--- src/rtl/cfu_pkg.sv ---
package cfu_pkg;
    typedef enum logic [1:0] {
        VAR_F2I = 2'b00,
        VAR_I2F = 2'b01,
        VAR_F2B = 2'b10,
        VAR_F2F = 2'b11
    } cfu_variant_e;
endpackage

--- src/rtl/cfu_term_reduce.sv ---
module cfu_term_reduce #(
    parameter int FIELD_W = 4
) (
    input  logic [FIELD_W-1:0] field_in,
    input  logic [FIELD_W-1:0] mask,
    input  logic [FIELD_W-1:0] mode,
    input  logic               use_or,
    output logic [FIELD_W-1:0] terms,
    output logic               reduced
);
    always_comb begin
        for (int i = 0; i < FIELD_W; i++) begin
            terms[i] = mask[i] & (mode[i] == field_in[i]);
        end
        reduced = use_or ? (|terms) : (&terms);
    end
endmodule

--- src/rtl/cfu_field_merge.sv ---
module cfu_field_merge #(
    parameter int FIELD_W = 4
) (
    input  logic [FIELD_W-1:0] terms,
    input  logic [FIELD_W-1:0] mask,
    input  logic [FIELD_W-1:0] old_field,
    input  logic               keep,
    output logic [FIELD_W-1:0] new_field
);
    always_comb begin
        new_field = terms | (keep ? (old_field & ~mask) : '0);
    end
endmodule

--- src/rtl/cond_field_unit.sv ---
module cond_field_unit
    import cfu_pkg::*;
#(
    parameter int FIELD_W    = 4,
    parameter int NUM_FIELDS = 8,
    parameter int XLEN       = 64,
    parameter int RSEL_W     = 5
) (
    input  logic                                   clk,
    input  logic                                   rst_n,
    input  logic                                   op_valid,
    input  logic [1:0]                             variant,
    input  logic                                   merge,
    input  logic                                   rc,
    input  logic [FIELD_W-1:0]                     mask,
    input  logic [FIELD_W-1:0]                     mode,
    input  logic [$clog2(NUM_FIELDS)-1:0]          src_field,
    input  logic [$clog2(NUM_FIELDS)-1:0]          dst_field,
    input  logic [$clog2(NUM_FIELDS)+$clog2(FIELD_W)-1:0] bit_target,
    input  logic [RSEL_W-1:0]                      ra_sel,
    input  logic [XLEN-1:0]                        int_src,
    input  logic                                   so_in,
    input  logic [FIELD_W*NUM_FIELDS-1:0]          cr_in,
    output logic [FIELD_W*NUM_FIELDS-1:0]          cr_new,
    output logic [XLEN-1:0]                        int_res,
    output logic                                   cr_wr,
    output logic                                   int_wr
);
    localparam int CR_W   = FIELD_W * NUM_FIELDS;
    localparam int FSEL_W = $clog2(NUM_FIELDS);
    localparam int BSEL_W = $clog2(FIELD_W);
    localparam int CRI_W  = FSEL_W + BSEL_W;

    typedef struct packed {
        logic [CR_W-1:0] cr;
        logic [XLEN-1:0] iv;
        logic            cr_wr;
        logic            int_wr;
    } cfu_state_t;

    cfu_state_t st_d, st_q;

    cfu_variant_e        var_e;
    logic [CRI_W-1:0]    src_base, dst_base, bit_pos;
    logic [FIELD_W-1:0]  src_fld, dst_old, cmp_fld, terms, merged, rec_fld;
    logic                int_bit, reduced;

    assign var_e    = cfu_variant_e'(variant);
    assign src_base = {src_field, {BSEL_W{1'b0}}};
    assign dst_base = {dst_field, {BSEL_W{1'b0}}};
    // bit_target low bits count from the field's top bit downward
    assign bit_pos  = {bit_target[CRI_W-1:BSEL_W], ~bit_target[BSEL_W-1:0]};
    assign src_fld  = cr_in[src_base +: FIELD_W];
    assign dst_old  = cr_in[dst_base +: FIELD_W];
    assign int_bit  = (ra_sel != '0) & int_src[0];
    assign cmp_fld  = (var_e == VAR_I2F) ? {FIELD_W{int_bit}} : src_fld;

    cfu_term_reduce #(.FIELD_W(FIELD_W)) u_reduce (
        .field_in (cmp_fld),
        .mask     (mask),
        .mode     (mode),
        .use_or   (merge),
        .terms    (terms),
        .reduced  (reduced)
    );

    cfu_field_merge #(.FIELD_W(FIELD_W)) u_merge (
        .terms     (terms),
        .mask      (mask),
        .old_field (dst_old),
        .keep      (merge),
        .new_field (merged)
    );

    // field-0 analysis: negative, positive, zero, summary (result is 0 or 1)
    always_comb begin
        rec_fld                = '0;
        rec_fld[FIELD_W-2]     = reduced;
        rec_fld[FIELD_W-3]     = ~reduced;
        rec_fld[0]             = so_in;
    end

    always_comb begin
        st_d        = st_q;
        st_d.cr_wr  = 1'b0;
        st_d.int_wr = 1'b0;
        if (op_valid) begin
            st_d.cr = cr_in;
            st_d.iv = '0;
            unique case (var_e)
                VAR_F2I: begin
                    st_d.iv[0]  = reduced;
                    st_d.int_wr = 1'b1;
                    if (rc) begin
                        st_d.cr[FIELD_W-1:0] = rec_fld;
                        st_d.cr_wr           = 1'b1;
                    end
                end
                VAR_I2F, VAR_F2F: begin
                    st_d.cr[dst_base +: FIELD_W] = merged;
                    st_d.cr_wr                   = 1'b1;
                end
                VAR_F2B: begin
                    st_d.cr[bit_pos] = reduced;
                    st_d.cr_wr       = 1'b1;
                end
                default: ;
            endcase
        end
    end

    always_ff @(posedge clk) begin
        if (!rst_n) st_q <= '0;
        else        st_q <= st_d;
    end

    assign cr_new  = st_q.cr;
    assign int_res = st_q.iv;
    assign cr_wr   = st_q.cr_wr;
    assign int_wr  = st_q.int_wr;
endmodule

--- config.mk ---
export PLATFORM = sky130hd
export DESIGN_NAME = cond_field_unit
export DESIGN_NICKNAME = d
export VERILOG_FILES = /design/src/rtl/cfu_pkg.sv /design/src/rtl/cfu_term_reduce.sv /design/src/rtl/cfu_field_merge.sv /design/src/rtl/cond_field_unit.sv
export SDC_FILE = /design/constraint.sdc
export NUM_CORES = 1
export LEC_CHECK = 0
export BUFFER_PORTS_ARGS = -buffer_cell sky130_fd_sc_hd__buf_4
export CAP_MARGIN = 10
export CORE_MARGIN = 3
export CORE_UTILIZATION = 45
export CTS_CLUSTER_SIZE = 40
export DETAILED_ROUTE_END_ITERATION = 10
export MAX_ROUTING_LAYER = met4
export PLACE_DENSITY = 0.82
export SYNTH_ARGS = -nofsm -noshare
export SYNTH_HDL_FRONTEND = slang
export SYNTH_HIERARCHICAL = 1
export SYNTH_SLANG_ARGS = --single-unit
export TNS_END_PERCENT = 50
--- constraint.sdc ---
create_clock -name clk -period 4.5 [get_ports clk]
set_clock_uncertainty 0.05 [all_clocks]
set_input_delay 0.9 -clock clk [delete_from_list [all_inputs] [get_ports clk]]
set_output_delay 0.9 -clock clk [all_outputs]
set_load 0.005 [all_outputs]
After elaboration in Yosys (flattened, before gate mapping)
Index checks and enable logic that the tools add are counted.

Multiplexer cells: 14. $lt $le $gt $ge: 2. Shift operators: 4. Add/sub/neg operators: 1. Bitwise operators: 10. Reductions and logical operators: 8. Eq/ne operators: 7.

Operators with widths (number): 32-bit bitwise mux (2); 32-bit by 6-bit indexed part select with 4-bit output (2); 28-bit case mux with 2 select lines (1); 4-bit by 7-bit variable shift with 32-bit output, first input constant (1); 4-bit by 7-bit indexed part select with 32-bit output (1); 4-bit two-way mux (3); 4-bit case mux with 3 select lines (1); 5-bit negation with 7-bit output (1); 5-bit by 6-bit less-than comparator with 1-bit output, second input constant (1); 1-bit bitwise AND (5); 1-bit demux with 5-bit select (1); 5-bit by 1-bit greater-or-equal comparator with 1-bit output, second input constant (1); 1-bit two-way mux (5); 5-bit nonzero test (1); 4-bit bitwise AND (1); 1-bit == test (4); 2-bit == test, second input constant (2); 4-bit NOT (1); 4-bit bitwise OR (1); 4-bit AND reduction (1); 4-bit OR reduction (1); 3-bit OR reduction (1); 2-bit by 1-bit == test with 1-bit output, second input constant (1); 2-bit zero test (1); 6 further kinds (6).

Output and inout port bits: 98. Word-level logic and storage cells: 50. Register bits: 35.

Longest topological paths before layout
Gate-level depths: netlist of the first run.

Depth after elaboration: 10. Mapped depth: 13. Gate-level depth less buffers: 12.

Cells and area by module
The synthesis of the first run kept the hierarchy.

Modules (own cells, without submodules): cond_field_unit (area each 3794.9 µm², cells each 480, instances 1); cfu_term_reduce (area each 92.6 µm², cells each 15, instances 1); cfu_field_merge (area each 55.1 µm², cells each 8, instances 1).

Worst setup path before layout of the first run
OpenSTA, ideal clock, no wires.

Kind: in2reg. Start point: input src_field[1]. End point: register st_q, in the netlist cr_new[10]. Cell stages on the path: 13. Library setup time: 74 ps. Arrival time: 3366 ps. Path slack: 1009 ps. Data required time: 4376 ps. Cells stage by stage: clkbuf_1 mux4_2 mux2i_1 o21ai_0 xnor2_1 nand2_1 a31oi_1 o22a_1 clkbuf_1 clkbuf_1 nand3_1 a21o_1 a31oi_1.

Word-level cells in the longest chain between the ends: 8. Elaborated cells on any way between the ends: 18. Those cells by class: eq/ne: 4; shift: 2; mux: 5; bitwise: 5; reduce/logical: 2.

Ends and longest elaborated chain: start: declaration (RTL line cond_field_unit.sv:17) `input logic [$clog2(NUM_FIELDS)-1:0] src_field,`; 32-bit by 6-bit indexed part select with 4-bit output (*) (RTL line cond_field_unit.sv:53) `assign src_fld = cr_in[src_base +: FIELD_W];`; 4-bit two-way mux (*) (RTL line cond_field_unit.sv:56) `assign cmp_fld = (var_e == VAR_I2F) ? {FIELD_W{int_bit}} : src_fld;`; net cmp_fld[2] (RTL line cond_field_unit.sv:45) `logic [FIELD_W-1:0] src_fld, dst_old, cmp_fld, terms, merged, rec_fld;`; 1-bit == test (*) (RTL line cfu_term_reduce.sv:13) `terms[i] = mask[i] & (mode[i] == field_in[i]);`; 1-bit bitwise AND (*) (RTL line cfu_term_reduce.sv:13); 4-bit AND reduction or 4-bit OR reduction (tied branches) (RTL line cfu_term_reduce.sv:15) `reduced = use_or ? (|terms) : (&terms);`; 1-bit two-way mux (*) (RTL line cfu_term_reduce.sv:15); net reduced (RTL line cond_field_unit.sv:46) `logic int_bit, reduced;`; 32-bit bitwise mux (*) (RTL line cond_field_unit.sv:104) `st_d.cr[bit_pos] = reduced;`; 28-bit case mux with 2 select lines (*) (RTL line cond_field_unit.sv:90) `unique case (var_e)`; end signal: assignment (RTL line cond_field_unit.sv:114) `else st_q <= st_d;`; end: declaration (RTL line cond_field_unit.sv:41) `cfu_state_t st_d, st_q;`.

The timed path passes the listed nets; every way through them passes the cells marked *. A chain may end at the register's enable or synchronous reset.

Worst setup path in the final report of the first run
Start point: input ra_sel[0]. End point: register st_q, in the netlist cr_new[20].

Word-level cells in the longest chain between the ends: 9. Elaborated cells on any way between the ends: 19. Those cells by class: eq/ne: 4; shift: 1; mux: 5; bitwise: 6; reduce/logical: 3.

Ends and longest elaborated chain: start: declaration (RTL line cond_field_unit.sv:20) `input logic [RSEL_W-1:0] ra_sel,`; 5-bit nonzero test (*) (RTL line cond_field_unit.sv:55) `assign int_bit = (ra_sel != '0) & int_src[0];`; 1-bit bitwise AND (*) (RTL line cond_field_unit.sv:55); 4-bit two-way mux (*) (RTL line cond_field_unit.sv:56); net cmp_fld[2] (RTL line cond_field_unit.sv:45); 1-bit == test (*) (RTL line cfu_term_reduce.sv:13); 1-bit bitwise AND (*) (RTL line cfu_term_reduce.sv:13); 4-bit AND reduction or 4-bit OR reduction (tied branches) (RTL line cfu_term_reduce.sv:15); 1-bit two-way mux (*) (RTL line cfu_term_reduce.sv:15); net reduced (RTL line cond_field_unit.sv:46); 32-bit bitwise mux (*) (RTL line cond_field_unit.sv:104); 28-bit case mux with 2 select lines (*) (RTL line cond_field_unit.sv:90).

Marks and branches as above.

==> summary.txt, run 1 <==
Outcome
  • Status: finished clean

Die
  • Core area: 8380 µm²
  • # IOs: 226
  • # rows: 33
  • Initial Util: 47.0%
  • Die Area: 9920 µm²
  • Die Height: 99.6 µm
  • Die X: 99.6 µm

Final layout
  • Final core area utilization: 54.5%
  • # fillers: 831
  • Cell area after layout: 4570 µm²
  • Layout cells sized above 1: 26.9%
  • ANT cells: 0
  • Final nets: 706
  • Area added between synthesis and finish: 15.9%

Yosys
  • Distinct cells, synth: 60
  • Seq cells post-synth: 35
  • Synth warn: 6
  • Count leader, synth: buf_4
  • Most area-consuming cells after synthesis: dfxtp_1 (18%), buf_4 (12%), mux4_2 (9.1%)
  • Avg Synthesized Cell Area: 7.84 µm²
  • Post-Syn Instances: 503
  • EDFF count, synth: 0
  • FFs w/ async S/R, synth: 0%
  • Register area share after synthesis: 17.8%
  • Top cell type's share of synthesized area: 17.8%
  • Area leader, netlist: dfxtp_1
  • Prevailing post-synth register cell: dfxtp_1
  • Cell Area, Synth: 3940 µm²
  • Top cells by count, synth: buf_4 (64), o21ai_0 (54), nand2_1 (43)

Worst setup path
  • Buf/Inv on CP: 1
  • Crit path cell chain: buf_4, or4_1, o211ai_1, o21ai_0, xnor2_1, nand2_1, a31oi_1, o22a_1, nor2b_1, and3_1, a31oi_1, a31oi_1
  • End of the worst register-to-register path: cr_new[8]
  • Crit path arrival time: 3.59 ns
  • CP required: 4.67 ns
  • CP Launch Type: input pin
  • Worst r2r path cells: 2
  • Top cell by count, worst path: a31oi_1
  • Critical R2R Launch: cr_new[8]
  • Slowest cell delay on critical path: 0.51 ns
  • CP top delay family: simple AND/OR/NAND/NOR gates
  • Reg2reg setup slack: 3.73 ns
  • Critical Path Fanout Max: 5
  • Critical path type: in -> reg
  • Crit. End Element: flip-flop
  • Worst path slowest cell: or4_1

STA
  • Fin. max-slew vios: 0
  • Slew HR: 30.9%
  • Final setup fails: 0
  • Minimum clock period: 3.42 ns
  • RSZ-0062 raised after global routing: no
  • Slew @ Worst Pin: 1.03 ns
  • Endpoints failing hold: 0
  • Fmax: 0.292 GHz
  • Period utilization: 76.0%
  • Setup TNS: 0 ns

Placement
  • Routability cong.: 1.01
  • Hpwl dp: 10400 µm
  • Dpl cell area: 4450 µm²
  • IO buf count: 99

Global routing
  • First-pass GRT wire length: 20800 µm
  • Initial antenna violation count: 0
  • Vias in the first global route: 3783
  • Total GRT Usage: 27.6%
  • Global route overflow: 0
  • Largest net degree at the start of global routing: 64

Route
  • Vias per cell: 6.03
  • Met2 WL post-DR: 6390 µm
  • Met3 routed WL: 1350 µm
  • Final ANT Viol Nets: 0
  • DR WL/cell: 20.2 µm
  • Final WL: 13700 µm
  • Top Metal Used: met4
  • 1st-iter DRT viols: 339
  • Metal-1 WL: 5510 µm
  • Routed vias: 4087
  • DR pass1 iterations: 5
  • DR DRC count: 0

Clock network
  • Clk Latency, worst-skew pair: 0.30 ns
  • Clock-pin transition on the worst setup and hold timing paths: 0.09 ns
  • Post-CTS setup buffer count: 0
  • CTS sink cnt: 35
  • Root Buffer: clkbuf_8
  • Total CTS buffers: 5
  • H-tree depth: 2
  • Worst-case clock buffer depth: 2
  • PostCTS Resize Cnt: 0
  • CTS tree: yes
  • Hold_buf cts: 0

Power
  • Max VDD drop: 125 µV
  • Lkg Pwr: 1.93 nW
  • PD cells: 228 nW/µm²
  • Total power: 1.04 mW

Min path
  • Hold Path Cell Cnt: 2
  • Min-delay src: cr_new[3]
  • Hold Path Class: reg -> reg
  • Hold endpoint: cr_new[3]

Job
  • Maxcap violations: 0
[cells in the final DEF, fill, tap and decap left out, drive strengths merged, types with 7 or more instances in the layout]
cell type	synthesis	layout
buf	72	104
mux2	7	7
nand3b	7	7
dfxtp	35	35
mux4	16	16
mux2i	7	7
a31oi	35	35
o21ai	54	54
nand3	26	26
a21boi	8	8
a21o	11	11
conb	1	63
nand2	43	43
and3	13	13
nor2	11	11
nand4	7	7
inv	11	12
[layer usage]
| metal | vias up | GRT usage, % |
|---|---|---|
| li1 | 1899 | - |
| met5 | - | - |
| met3 | 37 | 4.49 |
| met2 | 253 | 43.6 |
| met4 | 0 | 10.3 |
| met1 | 1898 | 35.4 |
[cell families after synthesis]
group,after synthesis,synth area share [%]
other,1,0.0951
AO/OA/AOI/OAI,155,26.0
multiplexers,30,12.9
flip-flops,35,17.8
AND/OR/NAND/NOR,157,23.1
adder cells (fa/ha/maj),6,1.90
XOR/XNOR,4,0.889
buffers and inverters,115,17.3
[tightest hold or removal path: stages, from the launching register on]
cell     delay [ns]
dfxtp_1        0.32
nand2_1        0.05
o32ai_1        0.07
[state kept, by name, summed over array words and instances, names as in the netlist]
signal   flops
cr_wr        1
int_wr       1
int_res      1
cr_new      32
[power breakdown]
part	leakage [nW]	internal, mW	total (mW)	switching [mW]
Combinational	1.58	0.162	0.375	0.213
Sequential	0.290	0.332	0.344	0.0120
Clock	0.0618	0.183	0.322	0.140
[how the worst max path moves through the flow]
| stage | start | endpoint | cells past startpoint |
|---|---|---|---|
| detailed placement | ra_sel[0] | cr_new[22] | 12 |
| global placement | ra_sel[0] | cr_new[22] | 12 |
| finish | ra_sel[0] | cr_new[20] | 12 |
| CTS | ra_sel[0] | cr_new[20] | 12 |
| global route | ra_sel[0] | cr_new[7] | 12 |
| floorplan | src_field[1] | cr_new[10] | 13 |
[stage by stage]
stage / std cells / hold slack (ns) / setup WS, ns
finish: 678 / 0.440 / 1.08
global route: 678 / 0.490 / 0.896
CTS: 678 / 0.438 / 1.14
detailed placement: 670 / 0.425 / 0.842
global placement: 670 / 0.421 / 0.871
floorplan: 565 / 0.418 / 1.01
[layout make-up]
| type | count | area (µm²) | area share [%] |
|---|---|---|---|
| multi-input combinational | 415 | 2790 | 61.1 |
| timing repair buffer | 104 | 781 | 17.1 |
| sequential | 35 | 701 | 15.3 |
| tap | 105 | 131 | 2.88 |
| clock buffer | 6 | 82.6 | 1.81 |
| inverter | 11 | 41.3 | 0.904 |
| clock inverter | 2 | 38.8 | 0.849 |
Note: power is estimated with default switching activity, not from simulation.
==> inputs of run 2 (changes only) <==
--- a/config.mk
+++ b/config.mk
@@ -8,11 +8,11 @@
 export BUFFER_PORTS_ARGS = -buffer_cell sky130_fd_sc_hd__buf_4
 export CAP_MARGIN = 10
 export CORE_MARGIN = 3
-export CORE_UTILIZATION = 45
+export CORE_UTILIZATION = 41
 export CTS_CLUSTER_SIZE = 40
 export DETAILED_ROUTE_END_ITERATION = 10
 export MAX_ROUTING_LAYER = met4
-export PLACE_DENSITY = 0.82
+export PLACE_DENSITY = 0.78
 export SYNTH_ARGS = -nofsm -noshare
 export SYNTH_HDL_FRONTEND = slang
 export SYNTH_HIERARCHICAL = 1
==> constraint.sdc (replaced) <==
create_clock -name clk -period 2.8 [get_ports clk]
set_clock_uncertainty 0.05 [all_clocks]
set_input_delay 0.56 -clock clk [delete_from_list [all_inputs] [get_ports clk]]
set_output_delay 0.56 -clock clk [all_outputs]
set_load 0.005 [all_outputs]
==> summary.txt, run 2 (same netlist as run 1, synthesis figures left out) <==
Outcome
  • Status: finished, violations left
  • Violated checks: negative setup slack

STA
  • Fin. max-slew vios: 0 (unchanged)
  • Period utilization: 101%
  • Endpoints failing hold: 0 (unchanged)
  • Fmax: 0.355 GHz
  • Slew HR: 51.6% (+21 points)
  • Minimum clock period: 2.82 ns
  • Slew @ Worst Pin: 0.725 ns (-0.307 ns)
  • RSZ-0062 raised after global routing: yes
  • Final Worst Setup Slack: -0.0168 ns (-1.10 ns)
  • Final setup fails: 2 (+2)

Die
  • Die X: 104 µm (+4.5%)
  • # IOs: 226 (unchanged)
  • # rows: 35 (+6.1%)
  • Die Area: 10800 µm² (+9.2%)
  • Initial Util: 42.5% (-4.6 points)
  • Die Height: 104 µm (+4.5%)
  • Core area: 9280 µm² (+11%)

Route
  • Final ANT Viol Nets: 0 (unchanged)
  • DR DRC count: 0 (unchanged)
  • DR WL/cell: 19.7 µm (-2.8%)
  • DR pass1 iterations: 6 (+1)
  • Final WL: 14800 µm (+7.6%)
  • Vias per cell: 5.74 (-4.8%)
  • 1st-iter DRT viols: 324 (-4.4%)
  • Routed vias: 4309 (+5.4%)

Worst setup path
  • Top cell by count, worst path: a31oi_1
  • Crit. End Element: flip-flop
  • Critical Path Fanout Max: 7 (+2)
  • Worst r2r path cells: 2 (unchanged)
  • Critical R2R Launch: cr_new[19]
  • Worst path slowest cell: or4_4
  • Reg2reg setup slack: 1.92 ns (-1.81 ns)
  • Crit path arrival time: 2.98 ns (-0.61 ns)
  • End of the worst register-to-register path: cr_new[19]
  • CP required: 2.97 ns (-1.70 ns)
  • Slowest cell delay on critical path: 0.52 ns (about the same)
  • Critical path type: in -> reg
  • Crit path cell chain: buf_6, or4_4, o211ai_1, buf_4, o21ai_2, xnor2_1, nand2_1, a31oi_1, o22a_2, buf_12, a211o_1, o21ai_1, a31oi_1, a31oi_1
  • CP Launch Type: input pin

Global routing
  • First-pass GRT wire length: 22500 µm (+8.1%)
  • Total GRT Usage: 26.6% (-0.93 points)
  • Vias in the first global route: 4084 (+8.0%)
  • Global route overflow: 0 (unchanged)
  • Initial antenna violation count: 0 (unchanged)
  • Largest net degree at the start of global routing: 64 (unchanged)

Power
  • Total power: 1.66 mW (+60%)
  • Lkg Pwr: 2.19 nW (+13%)
  • Max VDD drop: 163 µV (+30%)
  • PD cells: 327 nW/µm² (+43%)

Placement
  • IO buf count: 99 (unchanged)
  • Placed Cells: 738 (+10%)
  • Hpwl dp: 11500 µm (+10%)
  • Post-place setup slack: -0.442 ns (-1.28 ns)
  • Routability cong.: 1.04 (+2.8%)

Min path
  • Hold endpoint: cr_new[3]
  • Hold Path Cell Cnt: 2 (unchanged)
  • Min-delay src: cr_new[3]
  • Hold Path Class: reg -> reg

Clock network
  • Root Buffer: clkbuf_8
  • Clk Latency, worst-skew pair: 0.29 ns (about the same)
  • Total CTS buffers: 5 (unchanged)
  • CTS tree: yes
  • H-tree depth: 2 (unchanged)
  • Worst-case clock buffer depth: 2 (unchanged)
  • CTS sink cnt: 35 (unchanged)
  • Hold_buf cts: 0 (unchanged)
  • Clock-pin transition on the worst setup and hold timing paths: 0.07 ns (-0.02 ns)

Final layout
  • Area added between synthesis and finish: 29.1%
  • Final nets: 756 (+7.1%)
  • Layout cells sized above 1: 35.4% (+8.5 points)
  • Max reg flops: 32 (unchanged)
  • # fillers: 927 (+12%)
  • Commonest non-fill, non-tap cell in the layout: buf_4
  • Final core area utilization: 54.8% (+0.32 points)
  • Non-Filler Instances: 751 (+11%)
  • ANT cells: 0 (unchanged)
  • Leading cell types in the layout, fill and taps excluded: buf_4 (146), conb_1 (63), o21ai_0 (46)

Job
  • Maxcap violations: 0 (unchanged)
[run 2: cell count changes in the layout (fill, tap and decap cells not counted), sizes merged]
cell / previous run / this run
buf: 104 / 153
bufinv: 1 / 0
clkbuf: 6 / 7
clkinv: 0 / 1
inv: 12 / 11
[run 2: critical path: cells and delay by family]
family / cells / cell delay [ns]
compound gates: 8 / 1.24
xor+xnor: 1 / 0.13
buf+inv: 3 / 0.41
simple gates: 2 / 0.64
[run 2: final cells by class]
class / count / area [µm²] / share of cell area [%]
inverter: 11 / 41.3 / 0.811
clock buffer: 6 / 82.6 / 1.62
tap: 129 / 161 / 3.17
timing repair buffer: 154 / 1220 / 23.9
clock inverter: 1 / 5.00 / 0.0983
multi-input combinational: 415 / 2880 / 56.6
sequential: 35 / 701 / 13.8
[run 2: per-layer routing]
layer / up-vias / track usage [%] / part of all wire (%)
li1: 2004 / - / -
met1: 2034 / 32.7 / 40
met2: 226 / 42.3 / 47
met3: 45 / 6.27 / 8.9
met4: 0 / 10.6 / 3.9
met5: - / - / 0
[run 2: worst max path at each step]
stage / from / to / slack [ns] / cells past startpoint
floorplan: ra_sel[0] / cr_new[20] / -0.01 / 12
global placement: ra_sel[0] / cr_new[22] / -0.34 / 12
detailed placement: ra_sel[0] / cr_new[7] / -0.44 / 12
CTS: ra_sel[4] / cr_new[1] / -0.008 / 14
global route: ra_sel[4] / cr_new[4] / -0.18 / 13
finish: ra_sel[4] / cr_new[1] / -0.02 / 14
[run 2: power by group]
group | switching [mW] | internal, mW | total (mW)
clock | 0.189 | 0.193 | 0.383
sequential | 0.0187 | 0.534 | 0.552
combinational | 0.379 | 0.348 | 0.727
[run 2: repair_timing]
action | in CTS | in global routing
cloned | 0 | 1
setup buffers | 6 | 1
endpoints found under the setup margin | 23 | 33
pin swaps | 15 | 19
gates resized for setup | 14 | 14
[run 2: through the flow]
step / instance area [µm²] / TNS (ns) / hold WS [ns]
finish: 5090 / -0.0274 / 0.436
detailed placement: 4830 / -10.84 / 0.421
floorplan: 4210 / -0.0150 / 0.418
global placement: 4830 / -7.54 / 0.420
global route: 5090 / -3.40 / 0.449
CTS: 5020 / -0.00822 / 0.438
